[config.mk]
export PLATFORM = sky130hd
export DESIGN_NAME = spmul_serial
export DESIGN_NICKNAME = d
export VERILOG_FILES = /design/src/rtl/spmul_pkg.sv /design/src/rtl/spmul_ctrl.sv /design/src/rtl/spmul_cell.sv /design/src/rtl/spmul_align.sv /design/src/rtl/spmul_serial.sv
export SDC_FILE = /design/constraint.sdc
export NUM_CORES = 1
export LEC_CHECK = 0
export CAP_MARGIN = 20
export CORE_MARGIN = 4
export CORE_UTILIZATION = 59
export CTS_CLUSTER_SIZE = 25
export DETAILED_ROUTE_END_ITERATION = 10
export GPL_TIMING_DRIVEN = 0
export PLACE_DENSITY_LB_ADDON = 0.15
export REMOVE_ABC_BUFFERS = 1
export SLEW_MARGIN = 20
export SYNTH_ARGS = -nofsm -noshare
export SYNTH_HDL_FRONTEND = slang
export SYNTH_SLANG_ARGS = --single-unit
[constraint.sdc]
create_clock -name clk -period 3.5 [get_ports clk]
set_clock_uncertainty 0.05 [all_clocks]
set_input_delay 0.7 -clock clk [delete_from_list [all_inputs] [get_ports clk]]
set_output_delay 0.7 -clock clk [all_outputs]
set_load 0.02 [all_outputs]
[src/rtl/spmul_pkg.sv]
package spmul_pkg;

  // Control word issued by the frame controller to the cell row
  typedef struct packed {
    logic load;    // accepted start: capture operand, clear row, preload correction
    logic step;    // cell row advances one bit time
    logic take;    // serial input bit is part of the operand
    logic negate;  // sign-bit row: invert every partial product
  } spm_ctl_t;

  function automatic int frame_cycles(input int w);
    return 2 * w + 2;
  endfunction

  function automatic int lsb_latency(input int w);
    return w + 2;
  endfunction

endpackage

[src/rtl/spmul_ctrl.sv]
module spmul_ctrl
  import spmul_pkg::*;
#(
  parameter int W = 16
) (
  input  logic     clk,
  input  logic     rst,
  input  logic     start_i,
  output spm_ctl_t ctl_o
);

  localparam int F  = frame_cycles(W);
  localparam int CW = $clog2(F);
  localparam logic [CW-1:0] STEPS  = CW'(2 * W);
  localparam logic [CW-1:0] TAKEN  = CW'(W);
  localparam logic [CW-1:0] NEG_AT = CW'(W - 1);
  localparam logic [CW-1:0] LAST   = CW'(F - 2);

  logic          run_q;
  logic [CW-1:0] cnt_q;

  always_comb begin
    ctl_o.load   = start_i & ~run_q;
    ctl_o.step   = run_q && (cnt_q < STEPS);
    ctl_o.take   = run_q && (cnt_q < TAKEN);
    ctl_o.negate = run_q && (cnt_q == NEG_AT);
  end

  always_ff @(posedge clk) begin
    if (rst) begin
      run_q <= 1'b0;
      cnt_q <= '0;
    end else if (ctl_o.load) begin
      run_q <= 1'b1;
      cnt_q <= '0;
    end else if (run_q) begin
      if (cnt_q == LAST) begin
        run_q <= 1'b0;
        cnt_q <= '0;
      end else begin
        cnt_q <= cnt_q + 1'b1;
      end
    end
  end

endmodule

[src/rtl/spmul_cell.sv]
module spmul_cell #(
  parameter bit S_INIT = 1'b0
) (
  input  logic clk,
  input  logic rst,
  input  logic clr_i,
  input  logic en_i,
  input  logic a_i,
  input  logic b_i,
  input  logic neg_i,
  input  logic s_i,
  output logic s_o
);

  logic c_q;
  logic pp;
  logic sum;
  logic cout;

  always_comb begin
    pp   = (a_i & b_i) ^ neg_i;
    sum  = pp ^ s_i ^ c_q;
    cout = (pp & s_i) | (pp & c_q) | (s_i & c_q);
  end

  always_ff @(posedge clk) begin
    if (rst) begin
      s_o <= 1'b0;
      c_q <= 1'b0;
    end else if (clr_i) begin
      s_o <= S_INIT;
      c_q <= 1'b0;
    end else if (en_i) begin
      s_o <= sum;
      c_q <= cout;
    end else begin
      s_o <= 1'b0;
    end
  end

endmodule

[src/rtl/spmul_align.sv]
module spmul_align #(
  parameter int DEPTH = 17
) (
  input  logic clk,
  input  logic rst,
  input  logic d_i,
  output logic q_o
);

  logic [DEPTH-1:0] sh_q;

  always_ff @(posedge clk) begin
    if (rst) sh_q <= '0;
    else     sh_q <= {sh_q[DEPTH-2:0], d_i};
  end

  assign q_o = sh_q[DEPTH-1];

endmodule

[src/rtl/spmul_serial.sv]
module spmul_serial
  import spmul_pkg::*;
#(
  parameter int W = 16
) (
  input  logic         clk,
  input  logic         rst,
  input  logic         start_i,
  input  logic [W-1:0] opnd_i,
  input  logic         ser_i,
  output logic         prod_o
);

  localparam int CELLS = 2 * W;
  localparam int ALIGN = lsb_latency(W) - 1;

  spm_ctl_t       ctl;
  logic [W-1:0]   opnd_q;
  logic [CELLS:0] s_w;
  logic           b_bit;

  spmul_ctrl #(.W(W)) u_ctrl (
    .clk     (clk),
    .rst     (rst),
    .start_i (start_i),
    .ctl_o   (ctl)
  );

  always_ff @(posedge clk) begin
    if (rst)           opnd_q <= '0;
    else if (ctl.load) opnd_q <= opnd_i;
  end

  assign b_bit      = ser_i & ctl.take;
  assign s_w[CELLS] = 1'b0;

  for (genvar j = 0; j < CELLS; j++) begin : g_cell
    localparam int AI = (j < W) ? j : W - 1;
    spmul_cell #(.S_INIT(j == W)) u_cell (
      .clk   (clk),
      .rst   (rst),
      .clr_i (ctl.load),
      .en_i  (ctl.step),
      .a_i   (opnd_q[AI]),
      .b_i   (b_bit),
      .neg_i (ctl.negate),
      .s_i   (s_w[j+1]),
      .s_o   (s_w[j])
    );
  end

  spmul_align #(.DEPTH(ALIGN)) u_align (
    .clk (clk),
    .rst (rst),
    .d_i (s_w[0]),
    .q_o (prod_o)
  );

endmodule

==> flow_summary.json, run 1 <==
{
  "status": "complete, no violations",
  "hold_slack_ps": 392.0,
  "p_leak_uw": 0.001565,
  "multiInputGateArea_sq_um": 1897,
  "worst_pin_slew_ps": 850.2,
  "yosys.area.top_type": "dfxtp_1",
  "fillers": 530,
  "fin_cells": 550,
  "clk_pin_slew_ps": 90,
  "drtIter0Drc": 126,
  "io_pins": 21,
  "max-slew-margin-rel_pct": 43.14,
  "synth.distinct_cells": 29,
  "dieArea_sq_um": 8716,
  "synth-adder-area-share_pct": 15.31,
  "num_rows": 30,
  "synth_top_family_by_area": "adder cells",
  "ant_nets": 0,
  "grt_pass1_vias": 2664,
  "finalHoldViolCount": 0,
  "post_cts_buffers": 0,
  "place.gp.congestion": 0.7716,
  "yosys-top-cells-count": "dfxtp_1 (104), nor2_1 (68), inv_1 (64)",
  "synth.area.top_cells": "dfxtp_1 (48%), fa_1 (14%), nor2_1 (5.9%)",
  "ctsResizeCount": 0,
  "post_dp_cell_area_sq_um": 4584,
  "final_nets": 503,
  "crit_arrival_ps": 3150,
  "synth.most_common_cell": "dfxtp_1",
  "portBuffers": 20,
  "cts_made_buffers": 9,
  "finalMaxSlewViolations": 0,
  "ys_seq_area_share_pct": 48.43,
  "clk_latency_ps": 350,
  "muxShareOfSynthArea_pct": 0.2328,
  "start_util_pct": 61.91,
  "hold_start": "g_cell[0].u_cell.s_o",
  "antennaDiodeCount": 0,
  "antenna_found_initial": 0,
  "synth-edff-count": 0,
  "powerDensity_nw_per_um2": 453.0,
  "track_usage_pct": 17.71,
  "max_freq_mhz": 334.9,
  "setup.worst_path.end_class": "register",
  "cts.hold.buffers_added": 0,
  "min_path_type": "reg -> reg",
  "design.core.area_sq_um": 6944,
  "ys_async_sr_fraction_pct": 0,
  "rsz0062_at_grt": "false",
  "dp.cells": 534,
  "yosys.area.top_type_share_pct": 48.43,
  "dieHeight_um": 93.36,
  "wl_um": 6920,
  "synth_flop_cell": "dfxtp_1",
  "clkSinkCount": 104,
  "setup_viol_count_final": 0,
  "crit_type": "reg -> reg",
  "grt_pass1_wl_um": 12260,
  "yosys.area_share.simple_pct": 14.17,
  "period_share_pct": 85.31,
  "cts_tree": "done",
  "cap_viol_max_count": 0,
  "ys_seq_elements": 104,
  "finalPower_uw": 2171,
  "cp-start-kind": "register",
  "peakVddDrop_v": 0.0003276,
  "synth_compound_area_share_pct": 10.27,
  "grt-ovfl-total": 0,
  "final_area_sq_um": 4792,
  "critical_path_required_ps": 3660,
  "synthXorXnorAreaFrac_pct": 3.667,
  "syn_avg_cell_area_sq_um": 9.793,
  "cts_root_buf": "clkbuf_8",
  "finalCriticalPeriod_ps": 2986,
  "dp_hpwl_um": 4476,
  "area_growth_pct": 11.47,
  "syn-instance-count": 439,
  "crit_start": "u_ctrl.run_q",
  "dr.pass1.iters": 4,
  "die_w_um": 93.36,
  "dr_wl_met2_um": 3480,
  "layout-drive-gt1-share_pct": 5.947,
  "yosysWarnings": 0,
  "h-tree-depth": 3,
  "seq_area_sq_um": 2082,
  "cts_buffer_depth": 2,
  "grt_max_degree": 34,
  "drc": 0,
  "met3_length_um": 255,
  "wire_per_inst_um": 12.58,
  "netlist_area_sq_um": 4299,
  "tns_ps": 0,
  "met1_length_um": 3162,
  "vias": 2726,
  "vias_per_cell": 4.956,
  "worst-path-max-fanout": 17,
  "r2r_start": "u_ctrl.run_q",
  "highest_layer": "met4"
}
[power by group]
group | internal, uW | switching (uW)
registers | 1220 | 20.2
clock network | 357 | 389
logic | 75.8 | 107
total | 1650 | 516
[critical path, cell delays in order, from the launching register on]
cell	delay, ps
dfxtp_1	610
nand2b_1	230
nor2_2	640
nand2_2	570
fa_1	700
nor2_1	50
[path summary, 6_finish.rpt]
kind,to,cells after the start,slack (ps)
worst max-delay path,g_cell[30].u_cell.s_o,5,510
worst min-delay path,u_align.sh_q[0],1,390
worst max register to register,g_cell[30].u_cell.s_o,5,510
worst min register to register,u_align.sh_q[0],1,390
[per-layer routing]
layer / global-route usage, % / vias to the layer above
met3: 4.827 / 2
li1: - / 1380
met2: 30.26 / 38
met4: 2.930 / 0
met1: 22.88 / 1306
met5: 0 / -
[stage by stage]
step                utilization [%]  worst slack [ps]
floorplan                         -            -599.4
global placement              65.08             -2356
detailed placement            66.02            -181.0
CTS                           68.97             83.62
global route                  69.01             215.4
finish                        69.01             514.1
[cell families (layout without fill, tap and decap cells)]
family | Yosys count | count (layout)
flip-flops | 104 | 104
XOR/XNOR | 18 | 18
AO/OA/AOI/OAI | 57 | 57
multiplexers | 1 | 1
buffers and inverters | 87 | 102
adder cells (fa/ha/maj) | 34 | 34
AND/OR/NAND/NOR | 138 | 138
[layout make-up]
type                    instances  share of cell area, %
clock buffers                  11                  2.950
clock inverters                 5                  1.332
inverters                      64                  5.013
multi-input cells             248                  39.58
flip-flops and latches        104                  43.45
well taps                      96                  2.507
repair buffers                 22                  5.170
[layout by cell type, fill, tap and decap left out, drive strengths merged]
cell           synthesis  final
clkdlybuf4s50          0     20
o211ai                 1      1
dfxtp                104    104
o21ai                  2      2
nand2                 40     40
nand2b                 4      4
nand4                  2      2
nand3                  1      1
nor2                  68     68
ha                     3      3
xor2                  18     18
clkbuf                12     11
mux2i                  1      1
a22o                  16     16
bufinv                 0      1
a211oi                31     31
a21o                   1      1
clkinvlp               0      1
and3b                  1      1
and2                   2      2
fa                    31     31
buf                   11      2
a21oi                  5      5
or3                    1      1
a221oi                 1      1
nor2b                 18     18
inv                   64     66
clkinv                 0      1
or4b                   1      1
[sequential cells by signal, indices dropped and copies added (netlist names)]
name / flops
g_cell.u_cell.c_q: 32
g_cell.u_cell.s_o: 32
u_align.sh_q: 17
opnd_q: 16
u_ctrl.cnt_q: 6
u_ctrl.run_q: 1
(Power assumes the default switching activity.)
==> inputs of run 2 (changes only) <==
--- a/config.mk
+++ b/config.mk
@@ -7,10 +7,11 @@
 export LEC_CHECK = 0
 export CAP_MARGIN = 20
 export CORE_MARGIN = 4
-export CORE_UTILIZATION = 59
+export CORE_UTILIZATION = 50
 export CTS_CLUSTER_SIZE = 25
 export DETAILED_ROUTE_END_ITERATION = 10
 export GPL_TIMING_DRIVEN = 0
+export MAX_ROUTING_LAYER = met4
 export PLACE_DENSITY_LB_ADDON = 0.15
 export REMOVE_ABC_BUFFERS = 1
 export SLEW_MARGIN = 20
==> flow_summary.json, run 2 (synthesis results as in run 1) <==
{
  "setup_viol_count_final": 0,
  "finalMaxSlewViolations": 0,
  "p_leak_uw": 0.001551,
  "wl_um": 7046,
  "finalPower_uw": 2130,
  "crit_type": "reg -> reg",
  "dieHeight_um": 100.7,
  "worst_r2r_endpoint": "g_cell[21].u_cell.s_o",
  "cp-start-kind": "register",
  "grt_pass1_wl_um": 12840,
  "cts.hold.buffers_added": 0,
  "ff2ff_path_depth": 5,
  "design.core.area_sq_um": 8299,
  "final_nets": 503,
  "ant_nets": 0,
  "cts_buffer_depth": 2,
  "dieArea_sq_um": 10150,
  "h-tree-depth": 3,
  "ctsResizeCount": 0,
  "clk_pin_slew_ps": 100,
  "hold_start": "u_align.sh_q[15]",
  "area_growth_pct": 11.15,
  "dp_hpwl_um": 4511,
  "portBuffers": 20,
  "finalHoldViolCount": 0,
  "vias_per_cell": 4.846,
  "worst-path-max-fanout": 17,
  "endpoint": "g_cell[21].u_cell.s_o",
  "grt-ovfl-total": 0,
  "num_rows": 33,
  "reg2reg_setup_slack_ps": 500,
  "min_path_type": "reg -> reg",
  "antenna_found_initial": 0,
  "wire_per_inst_um": 12.60,
  "fillers": 758,
  "start_util_pct": 51.80,
  "io_pins": 21,
  "final_cell_mix": "dfxtp_1 (104), nor2_1 (66), inv_1 (64), nand2_1 (39)",
  "r2r_start": "u_ctrl.run_q",
  "hold_slack_ps": 395.4,
  "clkSinkCount": 104,
  "tns_ps": 0,
  "top_regs": "g_cell.u_cell.c_q (32), g_cell.u_cell.s_o (32), u_align.sh_q (17)",
  "max_freq_mhz": 333.4,
  "worst_pin_slew_ps": 905.2,
  "vias": 2709,
  "peakVddDrop_v": 0.0002088,
  "fin_ws_ps": 500.8,
  "finalCriticalPeriod_ps": 2999,
  "cts_tree": "done",
  "grt_max_degree": 35,
  "layout-drive-gt1-share_pct": 6.167,
  "track_usage_pct": 16.50,
  "grt_pass1_vias": 2854,
  "clk_latency_ps": 370,
  "status": "complete, no violations",
  "dr.pass1.iters": 6,
  "drc": 0,
  "drtIter0Drc": 87,
  "cts_root_buf": "clkbuf_8",
  "final_common_cell": "dfxtp_1",
  "die_w_um": 100.7,
  "critical_path_required_ps": 3680,
  "crit_arrival_ps": 3180,
  "post_cts_buffers": 0,
  "period_share_pct": 85.69,
  "antennaDiodeCount": 0,
  "cts_made_buffers": 9,
  "place.gp.congestion": 0.8277,
  "crit_start": "u_ctrl.run_q",
  "max-slew-margin-rel_pct": 39.65,
  "cap_viol_max_count": 0,
  "powerDensity_nw_per_um2": 445.7,
  "post-place-ws_ps": -234.3,
  "setup.worst_path.end_class": "register",
  "rsz0062_at_grt": "false"
}
-- run 2: changes by cell type in the layout (fill, tap and decap cells not counted), sizes merged --
cell | previous run | this run
bufinv | 1 | 0
clkinvlp | 1 | 2
clkinv | 1 | 2
inv | 66 | 67
clkbuf | 11 | 9
-- run 2: worst max-delay path, cell delays in order, from the launching register on --
cell	delay, ps
dfxtp_1	610
nand2b_1	210
nor2_2	650
nand2_2	590
fa_1	700
nor2_1	50
-- run 2: worst min-delay path by stage --
stage                             to  depth (start not counted)  slack [ps]
floorplan            u_align.sh_q[0]                          1         360
global placement     u_align.sh_q[2]                          1         370
detailed placement  u_align.sh_q[13]                          1         370
CTS                 u_align.sh_q[16]                          1         400
global route        u_align.sh_q[15]                          1         420
finish              u_align.sh_q[16]                          1         400
-- run 2: area by class of cell --
class	instances	area [sq um]	share of cell area (%)
Timing Repair Buffer	22	240.2	5.027
Clock inverter	7	63.81	1.335
Sequential cell	104	2082	43.57
Clock buffer	9	123.9	2.592
Tap cell	105	131.4	2.749
Multi-Input combinational cell	248	1897	39.70
Inverter	64	240.2	5.027
-- run 2: power breakdown --
group	total [uW]	leakage [uW]	internal [uW]	switching [uW]
combinational	181	0.000616	74.1	107
clock	707	0.0000899	273	434
sequential	1240	0.000845	1220	20.0
total	2130	0.00155	1570	560
-- run 2: per-layer routing --
metal	GRT usage (%)	up-vias	share of wire, %
met2	26.63	21	47
met5	-	-	0
li1	-	1376	-
met1	20.60	1306	49
met3	3.114	6	2.4
met4	6.218	0	1.2
-- run 2: metrics by stage --
step / std cells / util, % / cell area (sq um)
4_1_cts: 559 / 57.55 / 4776
2_1_floorplan: 416 / - / 4199
3_3_place_gp: 541 / 54.59 / 4531
3_5_place_dp: 543 / 55.28 / 4588
6_report: 559 / 57.58 / 4778
5_1_grt: 559 / 57.58 / 4778
==> inputs of run 3 (changes only) <==
--- a/config.mk
+++ b/config.mk
@@ -10,7 +10,9 @@
 export CORE_UTILIZATION = 50
 export CTS_CLUSTER_SIZE = 25
 export DETAILED_ROUTE_END_ITERATION = 10
+export GPL_ROUTABILITY_DRIVEN = 0
 export GPL_TIMING_DRIVEN = 0
+export HOLD_SLACK_MARGIN = 0.15
 export MAX_ROUTING_LAYER = met4
 export PLACE_DENSITY_LB_ADDON = 0.15
 export REMOVE_ABC_BUFFERS = 1
==> constraint.sdc (replaced) <==
create_clock -name clk -period 3.23 [get_ports clk]
set_clock_uncertainty 0.05 [all_clocks]
set_input_delay 0.646 -clock clk [delete_from_list [all_inputs] [get_ports clk]]
set_output_delay 0.646 -clock clk [all_outputs]
set_load 0.02 [all_outputs]
==> flow_summary.json, run 3 (synthesis results as in run 1) <==
{
  "status": "complete, no violations",
  "utilization_pct": 57.64,
  "max-slew-margin-rel_pct": 41.07,
  "critical_path_required_ps": 3410,
  "clk_latency_ps": 370,
  "top_regs": "g_cell.u_cell.c_q (32), g_cell.u_cell.s_o (32), u_align.sh_q (17)",
  "cap_viol_max_count": 0,
  "peakVddDrop_v": 0.0002271,
  "cts_tree": "done",
  "fillers": 758,
  "vias": 2704,
  "final_nets": 503,
  "power_frac_clock_pct": 33.2,
  "wl_um": 7038,
  "min_path_type": "reg -> reg",
  "grt-ovfl-total": 0,
  "reg2reg_setup_slack_ps": 360,
  "h-tree-depth": 3,
  "io_pins": 21,
  "setup_viol_count_final": 0,
  "clkSinkCount": 104,
  "grt_max_degree": 35,
  "multiInputGateArea_sq_um": 1902,
  "drtIter0Drc": 85,
  "finalMaxSlewViolations": 0,
  "grt_pass1_vias": 2854,
  "cts.hold.buffers_added": 0,
  "powerDensity_nw_per_um2": 482.7,
  "dieHeight_um": 100.7,
  "layout-drive-gt1-share_pct": 6.167,
  "wire_per_inst_um": 12.59,
  "post_cts_buffers": 0,
  "r2r_start": "u_ctrl.cnt_q[0]",
  "setup.worst_path.end_class": "register",
  "drc": 0,
  "area_growth_pct": 11.26,
  "p_switching_uw": 607.8,
  "final_cell_mix": "dfxtp_1 (104), nor2_1 (66), inv_1 (64), nand2_1 (39)",
  "die_w_um": 100.7,
  "final_common_cell": "dfxtp_1",
  "start_util_pct": 51.80,
  "hold_slack_ps": 395.3,
  "crit_type": "in -> reg",
  "worst_r2r_endpoint": "g_cell[21].u_cell.s_o",
  "finalHoldViolCount": 0,
  "hold_depth": 1,
  "ctsResizeCount": 1,
  "crit_arrival_ps": 3080,
  "vias_per_cell": 4.837,
  "seq_area_sq_um": 2082,
  "fin_ws_ps": 331.7,
  "period_share_pct": 89.73,
  "p_int_uw": 1701,
  "final_area_sq_um": 4783,
  "design.core.area_sq_um": 8299,
  "portBuffers": 20,
  "dr.pass1.iters": 5,
  "post_dp_cell_area_sq_um": 4588,
  "grt_pass1_wl_um": 12840,
  "endpoint": "g_cell[21].u_cell.s_o",
  "finalCriticalPeriod_ps": 2898,
  "dieArea_sq_um": 10150,
  "p_leak_uw": 0.001552,
  "worst-path-max-fanout": 16,
  "antenna_found_initial": 0,
  "ff2ff_path_depth": 6,
  "cts_root_buf": "clkbuf_8",
  "post-place-ws_ps": -450.3,
  "ant_nets": 0,
  "clk_pin_slew_ps": 100,
  "rsz0062_at_grt": "false",
  "dp_hpwl_um": 4511,
  "pwr-share-comb_pct": 8.5,
  "p_seq_share_pct": 58.3,
  "track_usage_pct": 16.50,
  "fin_cells": 559,
  "worst_pin_slew_ps": 884.0,
  "max_freq_mhz": 345.0,
  "crit_start": "ser_i",
  "antennaDiodeCount": 0,
  "num_rows": 33,
  "switching_share_pct": 26.32,
  "cts_made_buffers": 9,
  "dp.cells": 543,
  "cp-start-kind": "input pin",
  "cts_buffer_depth": 2
}
## run 3: cell counts in the layout (fill, tap and decap cells not counted)
No cell type changed its count.
## run 3: layout make-up
type                            count  share of cell area, %
Tap cell                          105                  2.747
Sequential cell                   104                  43.53
Clock buffer                        9                  2.590
Timing Repair Buffer               22                  5.022
Inverter                           64                  5.022
Multi-Input combinational cell    248                  39.76
Clock inverter                      7                  1.334
## run 3: worst min-delay path by stage
stage / from / end / slack, ps
final: u_align.sh_q[15] / u_align.sh_q[16] / 400
after global routing: u_align.sh_q[14] / u_align.sh_q[15] / 420
after CTS: u_align.sh_q[15] / u_align.sh_q[16] / 400
after detailed placement: u_align.sh_q[12] / u_align.sh_q[13] / 370
after global placement: u_align.sh_q[1] / u_align.sh_q[2] / 370
after floorplan: g_cell[0].u_cell.s_o / u_align.sh_q[0] / 360
## run 3: power groups by stage
stage	combinational (uW)	sequential [uW]	clock, uW
after floorplan	124	1370	0
after global placement	189	1370	0
after detailed placement	200	1380	0
after CTS	201	1350	798
after global routing	226	1350	845
final	196	1350	767
## run 3: per-stage QoR
step           setup TNS [ps]  total power [uW]
2_1_floorplan          -26080              1494
3_3_place_gp          -123460              1563
3_5_place_dp           -12670              1575
4_1_cts                     0              2344
5_1_grt                     0              2423
6_report                    0              2309
## run 3: per-layer routing
| layer | global-route usage [%] | routed length (um) |
|---|---|---|
| met1 | 20.60 | 3410 |
| met2 | 26.63 | 3284 |
| met3 | 3.114 | 224 |
| met4 | 6.218 | 119 |
| met5 | - | 0 |
## run 3: critical path, stage by stage
cell,delay (ps)
clkdlybuf4s50_1,930
nand2_1,140
xor2_1,210
nand2_2,400
fa_1,680
nor2_1,50
